**config.mk**
```make
export PLATFORM = sky130hd
export DESIGN_NAME = thm_alarm_engine
export DESIGN_NICKNAME = d
export VERILOG_FILES = /design/src/rtl/thm_pkg.sv /design/src/rtl/thm_persist.sv /design/src/rtl/thm_chan.sv /design/src/rtl/thm_slot_rel.sv /design/src/rtl/thm_alarm_engine.sv
export SDC_FILE = /design/constraint.sdc
export NUM_CORES = 2
export LEC_CHECK = 0
export ABC_AREA = 1
export BUFFER_PORTS_ARGS = -buffer_cell sky130_fd_sc_hd__buf_4
export CAP_MARGIN = 10
export CORE_ASPECT_RATIO = 1.4
export CORE_MARGIN = 2
export CORE_UTILIZATION = 45
export CTS_CLUSTER_DIAMETER = 150
export CTS_CLUSTER_SIZE = 20
export DETAILED_ROUTE_END_ITERATION = 16
export GPL_ROUTABILITY_DRIVEN = 0
export GPL_TIMING_DRIVEN = 0
export SKIP_LAST_GASP = 1
export SYNTH_ARGS = -nofsm -noshare
export SYNTH_HDL_FRONTEND = slang
export SYNTH_SLANG_ARGS = --single-unit
```
**constraint.sdc**
```tcl
create_clock -name clk -period 6.7 [get_ports clk]
set_input_delay 0.67 -clock clk [delete_from_list [all_inputs] [get_ports clk]]
set_output_delay 0.67 -clock clk [all_outputs]
set_load 0.02 [all_outputs]
```
**src/rtl/thm_pkg.sv**
```systemverilog
package thm_pkg;
  localparam int IDX_INLET  = 0;
  localparam int IDX_OUTLET = 1;
  localparam int SLOT_BASE  = 2;
  localparam int MAX_SHIFT  = 4;
endpackage

```
**src/rtl/thm_persist.sv**
```systemverilog
module thm_persist #(
  parameter int CW = 8
) (
  input  logic          clk,
  input  logic          rst_n,
  input  logic          en_i,
  input  logic          cond_i,
  input  logic [CW-1:0] limit_i,
  output logic          alarm_o
);
  logic [CW-1:0] cnt_q, cnt_nx;
  logic          alarm_q, alarm_nx;

  always_comb begin
    if (!cond_i)
      cnt_nx = '0;
    else if (cnt_q == {CW{1'b1}})
      cnt_nx = cnt_q;
    else
      cnt_nx = cnt_q + 1'b1;
    alarm_nx = cond_i && (cnt_nx >= limit_i);
  end

  always_ff @(posedge clk or negedge rst_n) begin
    if (!rst_n) begin
      cnt_q   <= '0;
      alarm_q <= 1'b0;
    end else if (en_i) begin
      cnt_q   <= cnt_nx;
      alarm_q <= alarm_nx;
    end
  end

  assign alarm_o = alarm_q;

  // a sample that misses the condition drops the alarm
  a_r6_miss_clears: assert property (@(posedge clk) disable iff (!rst_n)
    (en_i && !cond_i) |=> !alarm_o);
  // the alarm moves only on an evaluation cycle
  a_r11_hold_idle: assert property (@(posedge clk) disable iff (!rst_n)
    !en_i |=> $stable(alarm_o));
endmodule

```
**src/rtl/thm_chan.sv**
```systemverilog
module thm_chan
  import thm_pkg::*;
#(
  parameter int W  = 12,
  parameter int CW = 8,
  parameter int KW = 3
) (
  input  logic                 clk,
  input  logic                 rst_n,
  input  logic                 vld_i,
  input  logic signed [W-1:0]  raw_i,
  input  logic [KW-1:0]        shift_i,
  input  logic signed [W-1:0]  min_i,
  input  logic signed [W-1:0]  max_i,
  input  logic [W-1:0]         jump_lim_i,
  input  logic [CW-1:0]        stuck_lim_i,
  output logic signed [W-1:0]  sm_o,
  output logic signed [W-1:0]  sm_prev_o,
  output logic                 healthy_o
);
  localparam int DW = W + 1;

  logic                seeded_q;
  logic signed [W-1:0] sm_q, prev_q, raw_prev_q;
  logic [CW-1:0]       stuck_q, stuck_nx;
  logic                healthy_q, healthy_nx;

  logic [KW-1:0]        k_eff;
  logic signed [DW-1:0] delta, step, sum, rdiff, rabs;
  logic signed [W-1:0]  sm_nx;
  logic                 jump_bad, range_bad, stuck_bad, same;

  always_comb begin
    k_eff     = (shift_i > KW'(MAX_SHIFT)) ? KW'(MAX_SHIFT) : shift_i;
    delta     = DW'(raw_i) - DW'(sm_q);
    step      = delta >>> k_eff;
    sum       = DW'(sm_q) + step;
    sm_nx     = seeded_q ? sum[W-1:0] : raw_i;
    rdiff     = DW'(raw_i) - DW'(raw_prev_q);
    rabs      = rdiff[DW-1] ? -rdiff : rdiff;
    jump_bad  = seeded_q && (rabs > $signed({1'b0, jump_lim_i}));
    range_bad = (raw_i < min_i) || (raw_i > max_i);
    same      = seeded_q && (sm_nx == sm_q);
    if (!same)
      stuck_nx = '0;
    else if (stuck_q == {CW{1'b1}})
      stuck_nx = stuck_q;
    else
      stuck_nx = stuck_q + 1'b1;
    stuck_bad  = (stuck_lim_i != '0) && (stuck_nx >= stuck_lim_i);
    healthy_nx = !(range_bad || jump_bad || stuck_bad);
  end

  always_ff @(posedge clk or negedge rst_n) begin
    if (!rst_n) begin
      seeded_q   <= 1'b0;
      sm_q       <= '0;
      prev_q     <= '0;
      raw_prev_q <= '0;
      stuck_q    <= '0;
      healthy_q  <= 1'b0;
    end else if (vld_i) begin
      seeded_q   <= 1'b1;
      sm_q       <= sm_nx;
      prev_q     <= seeded_q ? sm_q : raw_i;
      raw_prev_q <= raw_i;
      stuck_q    <= stuck_nx;
      healthy_q  <= healthy_nx;
    end
  end

  assign sm_o      = sm_q;
  assign sm_prev_o = prev_q;
  assign healthy_o = healthy_q;

  // first sample after reset loads the raw value
  a_r2_seed_load: assert property (@(posedge clk) disable iff (!rst_n)
    (vld_i && !seeded_q) |=> (sm_q == $past(raw_i)));
  // a rising step stays between the old value and the sample
  a_r2_rise_bounded: assert property (@(posedge clk) disable iff (!rst_n)
    (vld_i && seeded_q && (raw_i >= sm_q)) |=> (sm_q >= $past(sm_q) && sm_q <= $past(raw_i)));
  // a falling step stays between the sample and the old value
  a_r2_fall_bounded: assert property (@(posedge clk) disable iff (!rst_n)
    (vld_i && seeded_q && (raw_i < sm_q)) |=> (sm_q <= $past(sm_q) && sm_q >= $past(raw_i)));
  // an out-of-range reading marks the channel unhealthy
  a_r3_range_unhealthy: assert property (@(posedge clk) disable iff (!rst_n)
    (vld_i && ((raw_i < min_i) || (raw_i > max_i))) |=> !healthy_o);
endmodule

```
**src/rtl/thm_slot_rel.sv**
```systemverilog
module thm_slot_rel #(
  parameter int W     = 12,
  parameter int NSLOT = 4
) (
  input  logic [NSLOT*W-1:0] slot_sm_i,
  input  logic [NSLOT-1:0]   slot_ok_i,
  input  logic signed [W-1:0] inlet_sm_i,
  input  logic               inlet_ok_i,
  input  logic signed [W-1:0] dt_slot_i,
  input  logic signed [W-1:0] dt_nbr_i,
  output logic [NSLOT-1:0]   cond_o
);
  localparam int DW = W + 2;

  for (genvar i = 0; i < NSLOT; i++) begin : g_slot
    logic signed [W-1:0]  self_v, lv, rv;
    logic                 lok, rok, nbr_ok;
    logic signed [DW-1:0] nsum, navg, d_in, d_nb;

    assign self_v = $signed(slot_sm_i[i*W +: W]);

    if (i > 0) begin : g_left
      assign lv  = $signed(slot_sm_i[(i-1)*W +: W]);
      assign lok = slot_ok_i[i-1];
    end else begin : g_noleft
      assign lv  = '0;
      assign lok = 1'b0;
    end

    if (i < NSLOT-1) begin : g_right
      assign rv  = $signed(slot_sm_i[(i+1)*W +: W]);
      assign rok = slot_ok_i[i+1];
    end else begin : g_noright
      assign rv  = '0;
      assign rok = 1'b0;
    end

    always_comb begin
      nsum   = (lok ? DW'(lv) : '0) + (rok ? DW'(rv) : '0);
      navg   = (lok && rok) ? (nsum >>> 1) : nsum;
      nbr_ok = lok || rok;
      d_in   = DW'(self_v) - DW'(inlet_sm_i);
      d_nb   = DW'(self_v) - navg;
      cond_o[i] = slot_ok_i[i] &&
                  ((inlet_ok_i && (d_in > DW'(dt_slot_i))) ||
                   (nbr_ok && (d_nb > DW'(dt_nbr_i))));
    end
  end
endmodule

```
**src/rtl/thm_alarm_engine.sv**
```systemverilog
module thm_alarm_engine
  import thm_pkg::*;
#(
  parameter int W     = 12,
  parameter int NSLOT = 4,
  parameter int CW    = 8,
  localparam int NCH  = NSLOT + 2
) (
  input  logic                clk,
  input  logic                rst_n,
  input  logic                samp_vld_i,
  input  logic [NCH*W-1:0]    samp_i,
  input  logic [2:0]          cfg_shift_i,
  input  logic signed [W-1:0] cfg_t_high_i,
  input  logic signed [W-1:0] cfg_r_high_i,
  input  logic signed [W-1:0] cfg_dt_slot_i,
  input  logic signed [W-1:0] cfg_dt_sys_i,
  input  logic signed [W-1:0] cfg_dt_nbr_i,
  input  logic signed [W-1:0] cfg_min_i,
  input  logic signed [W-1:0] cfg_max_i,
  input  logic [W-1:0]        cfg_jump_lim_i,
  input  logic [CW-1:0]       cfg_stuck_lim_i,
  input  logic [CW-1:0]       cfg_persist_i,
  output logic [NCH*W-1:0]    smooth_o,
  output logic [NCH-1:0]      healthy_o,
  output logic [NCH-1:0]      abs_alarm_o,
  output logic [NCH-1:0]      rate_alarm_o,
  output logic [NSLOT-1:0]    slot_alert_o,
  output logic                sys_alarm_o,
  output logic                global_alert_o
);
  localparam int DW = W + 1;

  logic signed [W-1:0] sm   [NCH];
  logic signed [W-1:0] smp  [NCH];
  logic [NCH-1:0]      hl;
  logic [NCH-1:0]      abs_c, rate_c;
  logic [NSLOT*W-1:0]  slot_sm;
  logic [NSLOT-1:0]    rel_c;
  logic                v1_q, v1_nx;
  logic                sys_c;
  logic signed [DW-1:0] sys_d;

  // stage 1 -> stage 2 evaluation strobe
  assign v1_nx = samp_vld_i;
  always_ff @(posedge clk or negedge rst_n) begin
    if (!rst_n) v1_q <= 1'b0;
    else        v1_q <= v1_nx;
  end

  for (genvar c = 0; c < NCH; c++) begin : g_ch
    logic signed [DW-1:0] rise;

    thm_chan #(.W(W), .CW(CW), .KW(3)) u_chan (
      .clk        (clk),
      .rst_n      (rst_n),
      .vld_i      (samp_vld_i),
      .raw_i      ($signed(samp_i[c*W +: W])),
      .shift_i    (cfg_shift_i),
      .min_i      (cfg_min_i),
      .max_i      (cfg_max_i),
      .jump_lim_i (cfg_jump_lim_i),
      .stuck_lim_i(cfg_stuck_lim_i),
      .sm_o       (sm[c]),
      .sm_prev_o  (smp[c]),
      .healthy_o  (hl[c])
    );

    assign rise      = DW'(sm[c]) - DW'(smp[c]);
    assign abs_c[c]  = sm[c] > cfg_t_high_i;
    assign rate_c[c] = rise > DW'(cfg_r_high_i);
    assign smooth_o[c*W +: W] = sm[c];

    thm_persist #(.CW(CW)) u_abs (
      .clk(clk), .rst_n(rst_n), .en_i(v1_q), .cond_i(abs_c[c]),
      .limit_i(cfg_persist_i), .alarm_o(abs_alarm_o[c])
    );
    thm_persist #(.CW(CW)) u_rate (
      .clk(clk), .rst_n(rst_n), .en_i(v1_q), .cond_i(rate_c[c]),
      .limit_i(cfg_persist_i), .alarm_o(rate_alarm_o[c])
    );
  end

  for (genvar i = 0; i < NSLOT; i++) begin : g_pack
    assign slot_sm[i*W +: W] = sm[SLOT_BASE + i];
  end

  thm_slot_rel #(.W(W), .NSLOT(NSLOT)) u_rel (
    .slot_sm_i (slot_sm),
    .slot_ok_i (hl[NCH-1:SLOT_BASE]),
    .inlet_sm_i(sm[IDX_INLET]),
    .inlet_ok_i(hl[IDX_INLET]),
    .dt_slot_i (cfg_dt_slot_i),
    .dt_nbr_i  (cfg_dt_nbr_i),
    .cond_o    (rel_c)
  );

  for (genvar i = 0; i < NSLOT; i++) begin : g_slot_p
    thm_persist #(.CW(CW)) u_slot (
      .clk(clk), .rst_n(rst_n), .en_i(v1_q), .cond_i(rel_c[i]),
      .limit_i(cfg_persist_i), .alarm_o(slot_alert_o[i])
    );
  end

  assign sys_d = DW'(sm[IDX_OUTLET]) - DW'(sm[IDX_INLET]);
  assign sys_c = hl[IDX_INLET] && hl[IDX_OUTLET] && (sys_d > DW'(cfg_dt_sys_i));

  thm_persist #(.CW(CW)) u_sys (
    .clk(clk), .rst_n(rst_n), .en_i(v1_q), .cond_i(sys_c),
    .limit_i(cfg_persist_i), .alarm_o(sys_alarm_o)
  );

  assign healthy_o      = hl;
  assign global_alert_o = sys_alarm_o || abs_alarm_o[IDX_INLET];

  // slot alerts move only on the cycle after a strobe
  a_r11_slot_quiet: assert property (@(posedge clk) disable iff (!rst_n)
    !v1_q |=> $stable(slot_alert_o));
  // a system alarm needs both ends healthy when it is raised
  a_r7_sys_health: assert property (@(posedge clk) disable iff (!rst_n)
    (v1_q && !(hl[IDX_INLET] && hl[IDX_OUTLET])) |=> !sys_alarm_o);
endmodule

```
==> run summary <==
Cell class contributing the biggest share of worst-path delay - compound AO/OA/AOI/OAI gates
Average wire per cell in the routed design - 22.45 µm
Number of rows in the core area - 157
Mean Syn Cell Area - 6.884 µm²
Clock transition at the registers of the reported paths - 0.11 ns
Number of distinct library cells after synthesis - 67
Final min period - 6.786 ns
Slack of the critical path - -0.08579 ns
Length in cells of the worst reg-to-reg path - 47
Critical path type - reg2reg
Initial Util - 45.29%
Data arrival time of the critical path - 7.31 ns
Cell types occupying the most area after synthesis - sky130_fd_sc_hd__ha_1 (23%), sky130_fd_sc_hd__dfrtp_1 (18%), sky130_fd_sc_hd__nand2_1 (11%), sky130_fd_sc_hd__inv_1 (8.5%), sky130_fd_sc_hd__o21ai_0 (6.0%)
Fin. max-slew vios - 0
Share of synthesized area occupied by flip-flops and latches - 17.95%
Top fanout value on the critical path - 6
Worst-case clock skew - 0.07023 ns
Gate count after technology mapping - 8,607
Boundary Pins - 286
Proportion of total power due to net switching - 57.04%
Hold Path Origin - samp_vld_i
Dominant cell type by area after synthesis - sky130_fd_sc_hd__ha_1
Share of power burned in registers - 11.5%
Min-Delay Path Class - in2reg
CTS H-tree depth - 1
1st-iter DRT viols - 5,156
Chip Height - 433.3 µm
Slew HR - 10.88%
Reg2reg start - g_ch[5].u_chan.sm_o[2]$_DFFE_PN0P_
First-pass GRT wire length - 358,800 µm
Global route total overflow - 0
Total wire length - 244,500 µm
Total GRT Usage - 35.22%
Cell Pwr Density - 532.0 nW/µm²
Area grow syn2layout - 14.35%
Dominant cell by count in the synthesized netlist - sky130_fd_sc_hd__nand2_1
Count of state elements after synthesis - 425
Peak ir drop on the vdd network - 0.2742 mV
Terminus of the critical flop-to-flop path - g_slot_p[2].u_slot.alarm_o$_DFFE_PN0P_
CTS max path bufs - 3
Count of buffers inserted at the top-level ports - 284
Pre-CTS setup slack - -2.214 ns
RSZ-0062 raised after global routing - yes
Clk network pwr share - 4.8%
Final setup violation count - 4
Largest stage delay, worst path - 0.53 ns
Worst path bufs/invs - 3
Depth of the worst hold-timing path - 1
Max-cap violations - 0
Worst Tran Pin Value - 1.337 ns
Critical path's most frequent cell - sky130_fd_sc_hd__nand2_1
Residual DRC count - 0
Number of global-route vias before repair - 59,680
Initial antenna violation count - 10
End point of the worst hold path - v1_q$_DFF_PN0_
Total nets after synthesis - 9,942
Clock latency at the later pin of the worst-skew pair - 0.69 ns
Num CTS Buffers - 25
Post-synth ARST share - 100.0%
Total die area - 134,600 µm²
Net Switching - 20.56 mW
Buffer type at the clock tree root - sky130_fd_sc_hd__clkbuf_16
DPL Wire Length - 188,400 µm
Die outline width - 310.7 µm
Highest clock rate - 0.1474 GHz
Detailed-route via count - 62,530
Outcome - finished with violations
Violations in the final reports - setup timing
Synth top cells by count - sky130_fd_sc_hd__nand2_1 (1,747), sky130_fd_sc_hd__inv_1 (1,344), sky130_fd_sc_hd__ha_1 (1,110), sky130_fd_sc_hd__o21ai_0 (713), sky130_fd_sc_hd__a21oi_1 (711)
Category of the worst setup path capture point - flip-flop
Reg-to-reg setup timing slack - -0.09 ns
Launching element type of the critical path - flip-flop
Top-area cell type share of the netlist area - 23.44%
Post-layout nets - 10,470
Gate power share - 83.7%
Ratio of final minimum period to clock period - 101.3%
Initial DRT Pass Iterations - 9
Count of nets left with antenna violations after detail routing - 0
Top flip-flop cell by instance count after synthesis - sky130_fd_sc_hd__dfrtp_1
Layout filler cell count - 13,210
Number of failing hold endpoints at the final stage - 0
Post-route total power - 36.05 mW
Largest net degree at the start of global routing - 114
Fraction of final layout cells sized beyond drive strength 1 - 10.98%
Number of clock sinks seen by CTS - 425
Int Power - 15.49 mW
Core Region - 130,800 µm²
Required time of the worst setup path - 7.22 ns
Yosys Warn Count - 0
Number of synthesized flops with an enable pin - 0
Post-detailed-route via-to-cell ratio - 5.742
Synthesized cell area - 59,250 µm²
CP max stage cell - sky130_fd_sc_hd__dfrtp_4
Pleak - 34.87 nW
Clock tree from TritonCTS - done
cell usage in the layout, fill, tap and decap left out, types with 37 or more instances in the layout:
cell type                  count
sky130_fd_sc_hd__a211oi_1     46
sky130_fd_sc_hd__a21oi_1     672
sky130_fd_sc_hd__a21oi_2      40
sky130_fd_sc_hd__a31oi_1      62
sky130_fd_sc_hd__buf_4       492
sky130_fd_sc_hd__clkbuf_1    110
sky130_fd_sc_hd__dfrtp_1     350
sky130_fd_sc_hd__dfrtp_2      38
sky130_fd_sc_hd__dfrtp_4      37
sky130_fd_sc_hd__ha_1       1090
sky130_fd_sc_hd__inv_1      1321
sky130_fd_sc_hd__nand2_1    1707
sky130_fd_sc_hd__nand2_2      45
sky130_fd_sc_hd__nand3_1     319
sky130_fd_sc_hd__nand4_1     169
sky130_fd_sc_hd__nor2_1      556
sky130_fd_sc_hd__nor3_1      129
sky130_fd_sc_hd__o21a_1       53
sky130_fd_sc_hd__o21ai_0     636
sky130_fd_sc_hd__o21ai_1      63
sky130_fd_sc_hd__o21bai_1     74
sky130_fd_sc_hd__xnor2_1     110
sky130_fd_sc_hd__xor2_1      317
stage by stage:
stage	instances	setup TNS (ns)	instance area, µm²	utilization [%]	hold WS, ns
final	10890	-0.1771	67750	51.79	0.2305
after global routing	10880	-2.567	67740	51.78	0.2100
after CTS	10790	-0.6116	65990	50.44	0.1863
after detailed placement	10650	-21.74	63730	48.72	0.4775
after global placement	10640	-36.40	63570	48.59	0.4691
after floorplan	8607	0	59250	-	0.3744
worst reg2reg max path, delay by kind of cell (launching register included):
kind                       cells  cell delay, ns
DFF                            1            0.53
xor gates and xnor gates       3            0.57
and+or+nand+nor               17            1.46
buffers and inverters          3            0.39
adders and majority gates      4            1.14
AOI/OAI and AO/OA             20            2.52
cell type report:
cell class / instances / area [µm²] / share of cell area (%)
plain buffers: 183 / 852.1 / 1.258
clock inverters: 3 / 27.53 / 0.04063
repair buffers: 499 / 4090 / 6.037
well taps: 1749 / 2188 / 3.230
inverters: 1355 / 5161 / 7.618
clock buffers: 26 / 629.4 / 0.9289
diodes: 7 / 17.52 / 0.02585
flip-flops and latches: 425 / 10820 / 15.97
multi-input cells: 6642 / 43960 / 64.89
worst max-delay path by stage:
stage	start	end	slack [ns]	cells past startpoint
floorplan	g_ch[3].u_chan.healthy_o$_DFFE_PN0P_	g_slot_p[2].u_slot.alarm_o$_DFFE_PN0P_	0.23	47
global placement	cfg_shift_i[0]	g_ch[1].u_chan.healthy_o$_DFFE_PN0P_	-2.15	39
detailed placement	cfg_shift_i[0]	g_ch[1].u_chan.healthy_o$_DFFE_PN0P_	-2.21	39
CTS	g_ch[5].u_chan.sm_o[1]$_DFFE_PN0P_	g_ch[5].u_chan.healthy_o$_DFFE_PN0P_	-0.21	43
global route	g_ch[5].u_chan.sm_o[0]$_DFFE_PN0P_	g_slot_p[2].u_slot.alarm_o$_DFFE_PN0P_	-0.67	49
finish	g_ch[5].u_chan.sm_o[2]$_DFFE_PN0P_	g_slot_p[2].u_slot.alarm_o$_DFFE_PN0P_	-0.09	47
kinds of logic (layout without fill, tap and decap cells):
kind of cell | Yosys count | in the layout | synth area share, %
other | 0 | 7 | 0
adders and majority gates | 1145 | 1145 | 24.62
xor gates and xnor gates | 441 | 441 | 6.519
AOI/OAI and AO/OA | 1918 | 1918 | 18.20
and+or+nand+nor | 3129 | 3129 | 22.55
DFF | 425 | 425 | 17.95
buffers and inverters | 1540 | 2066 | 10.00
muxes | 9 | 9 | 0.1521
timing repair:
action,CTS,global route
hold endpoints to repair,54,0
endpoints found under the setup margin,26,13
buffers inserted,110,95
hold buffers,1,0
pin swaps,57,147
resized for setup,258,265
power groups by stage:
stage	combinational, mW	sequential (mW)	clock [mW]
finish	30.2	4.15	1.74
global placement	25.4	4.81	0
floorplan	19.6	4.05	0
detailed placement	26.0	4.83	0
global route	33.7	4.17	1.84
CTS	28.0	4.31	1.77
flip-flops by register name (all words and copies together), names as in the netlist:
| signal | flops |
|---|---|
| g_ch.u_abs.alarm_o | 6 |
| g_ch.u_abs.cnt_q | 48 |
| g_ch.u_chan.healthy_o | 6 |
| g_ch.u_chan.raw_prev_q | 72 |
| g_ch.u_chan.seeded_q | 1 |
| g_ch.u_chan.sm_o | 72 |
| g_ch.u_chan.sm_prev_o | 72 |
| g_ch.u_chan.stuck_q | 48 |
| g_ch.u_rate.alarm_o | 6 |
| g_ch.u_rate.cnt_q | 48 |
| g_slot_p.u_slot.alarm_o | 4 |
| g_slot_p.u_slot.cnt_q | 32 |
| u_sys.alarm_o | 1 |
| u_sys.cnt_q | 8 |
| v1_q | 1 |
metal layers:
metal	track usage, %	up-vias	wire, µm
li1	-	29860	-
met1	38.67	28990	89220
met2	58.45	2677	109300
met3	5.994	1002	18440
met4	31.92	4	27490
met5	0	-	22
Note: power is estimated with default switching activity, not from simulation.
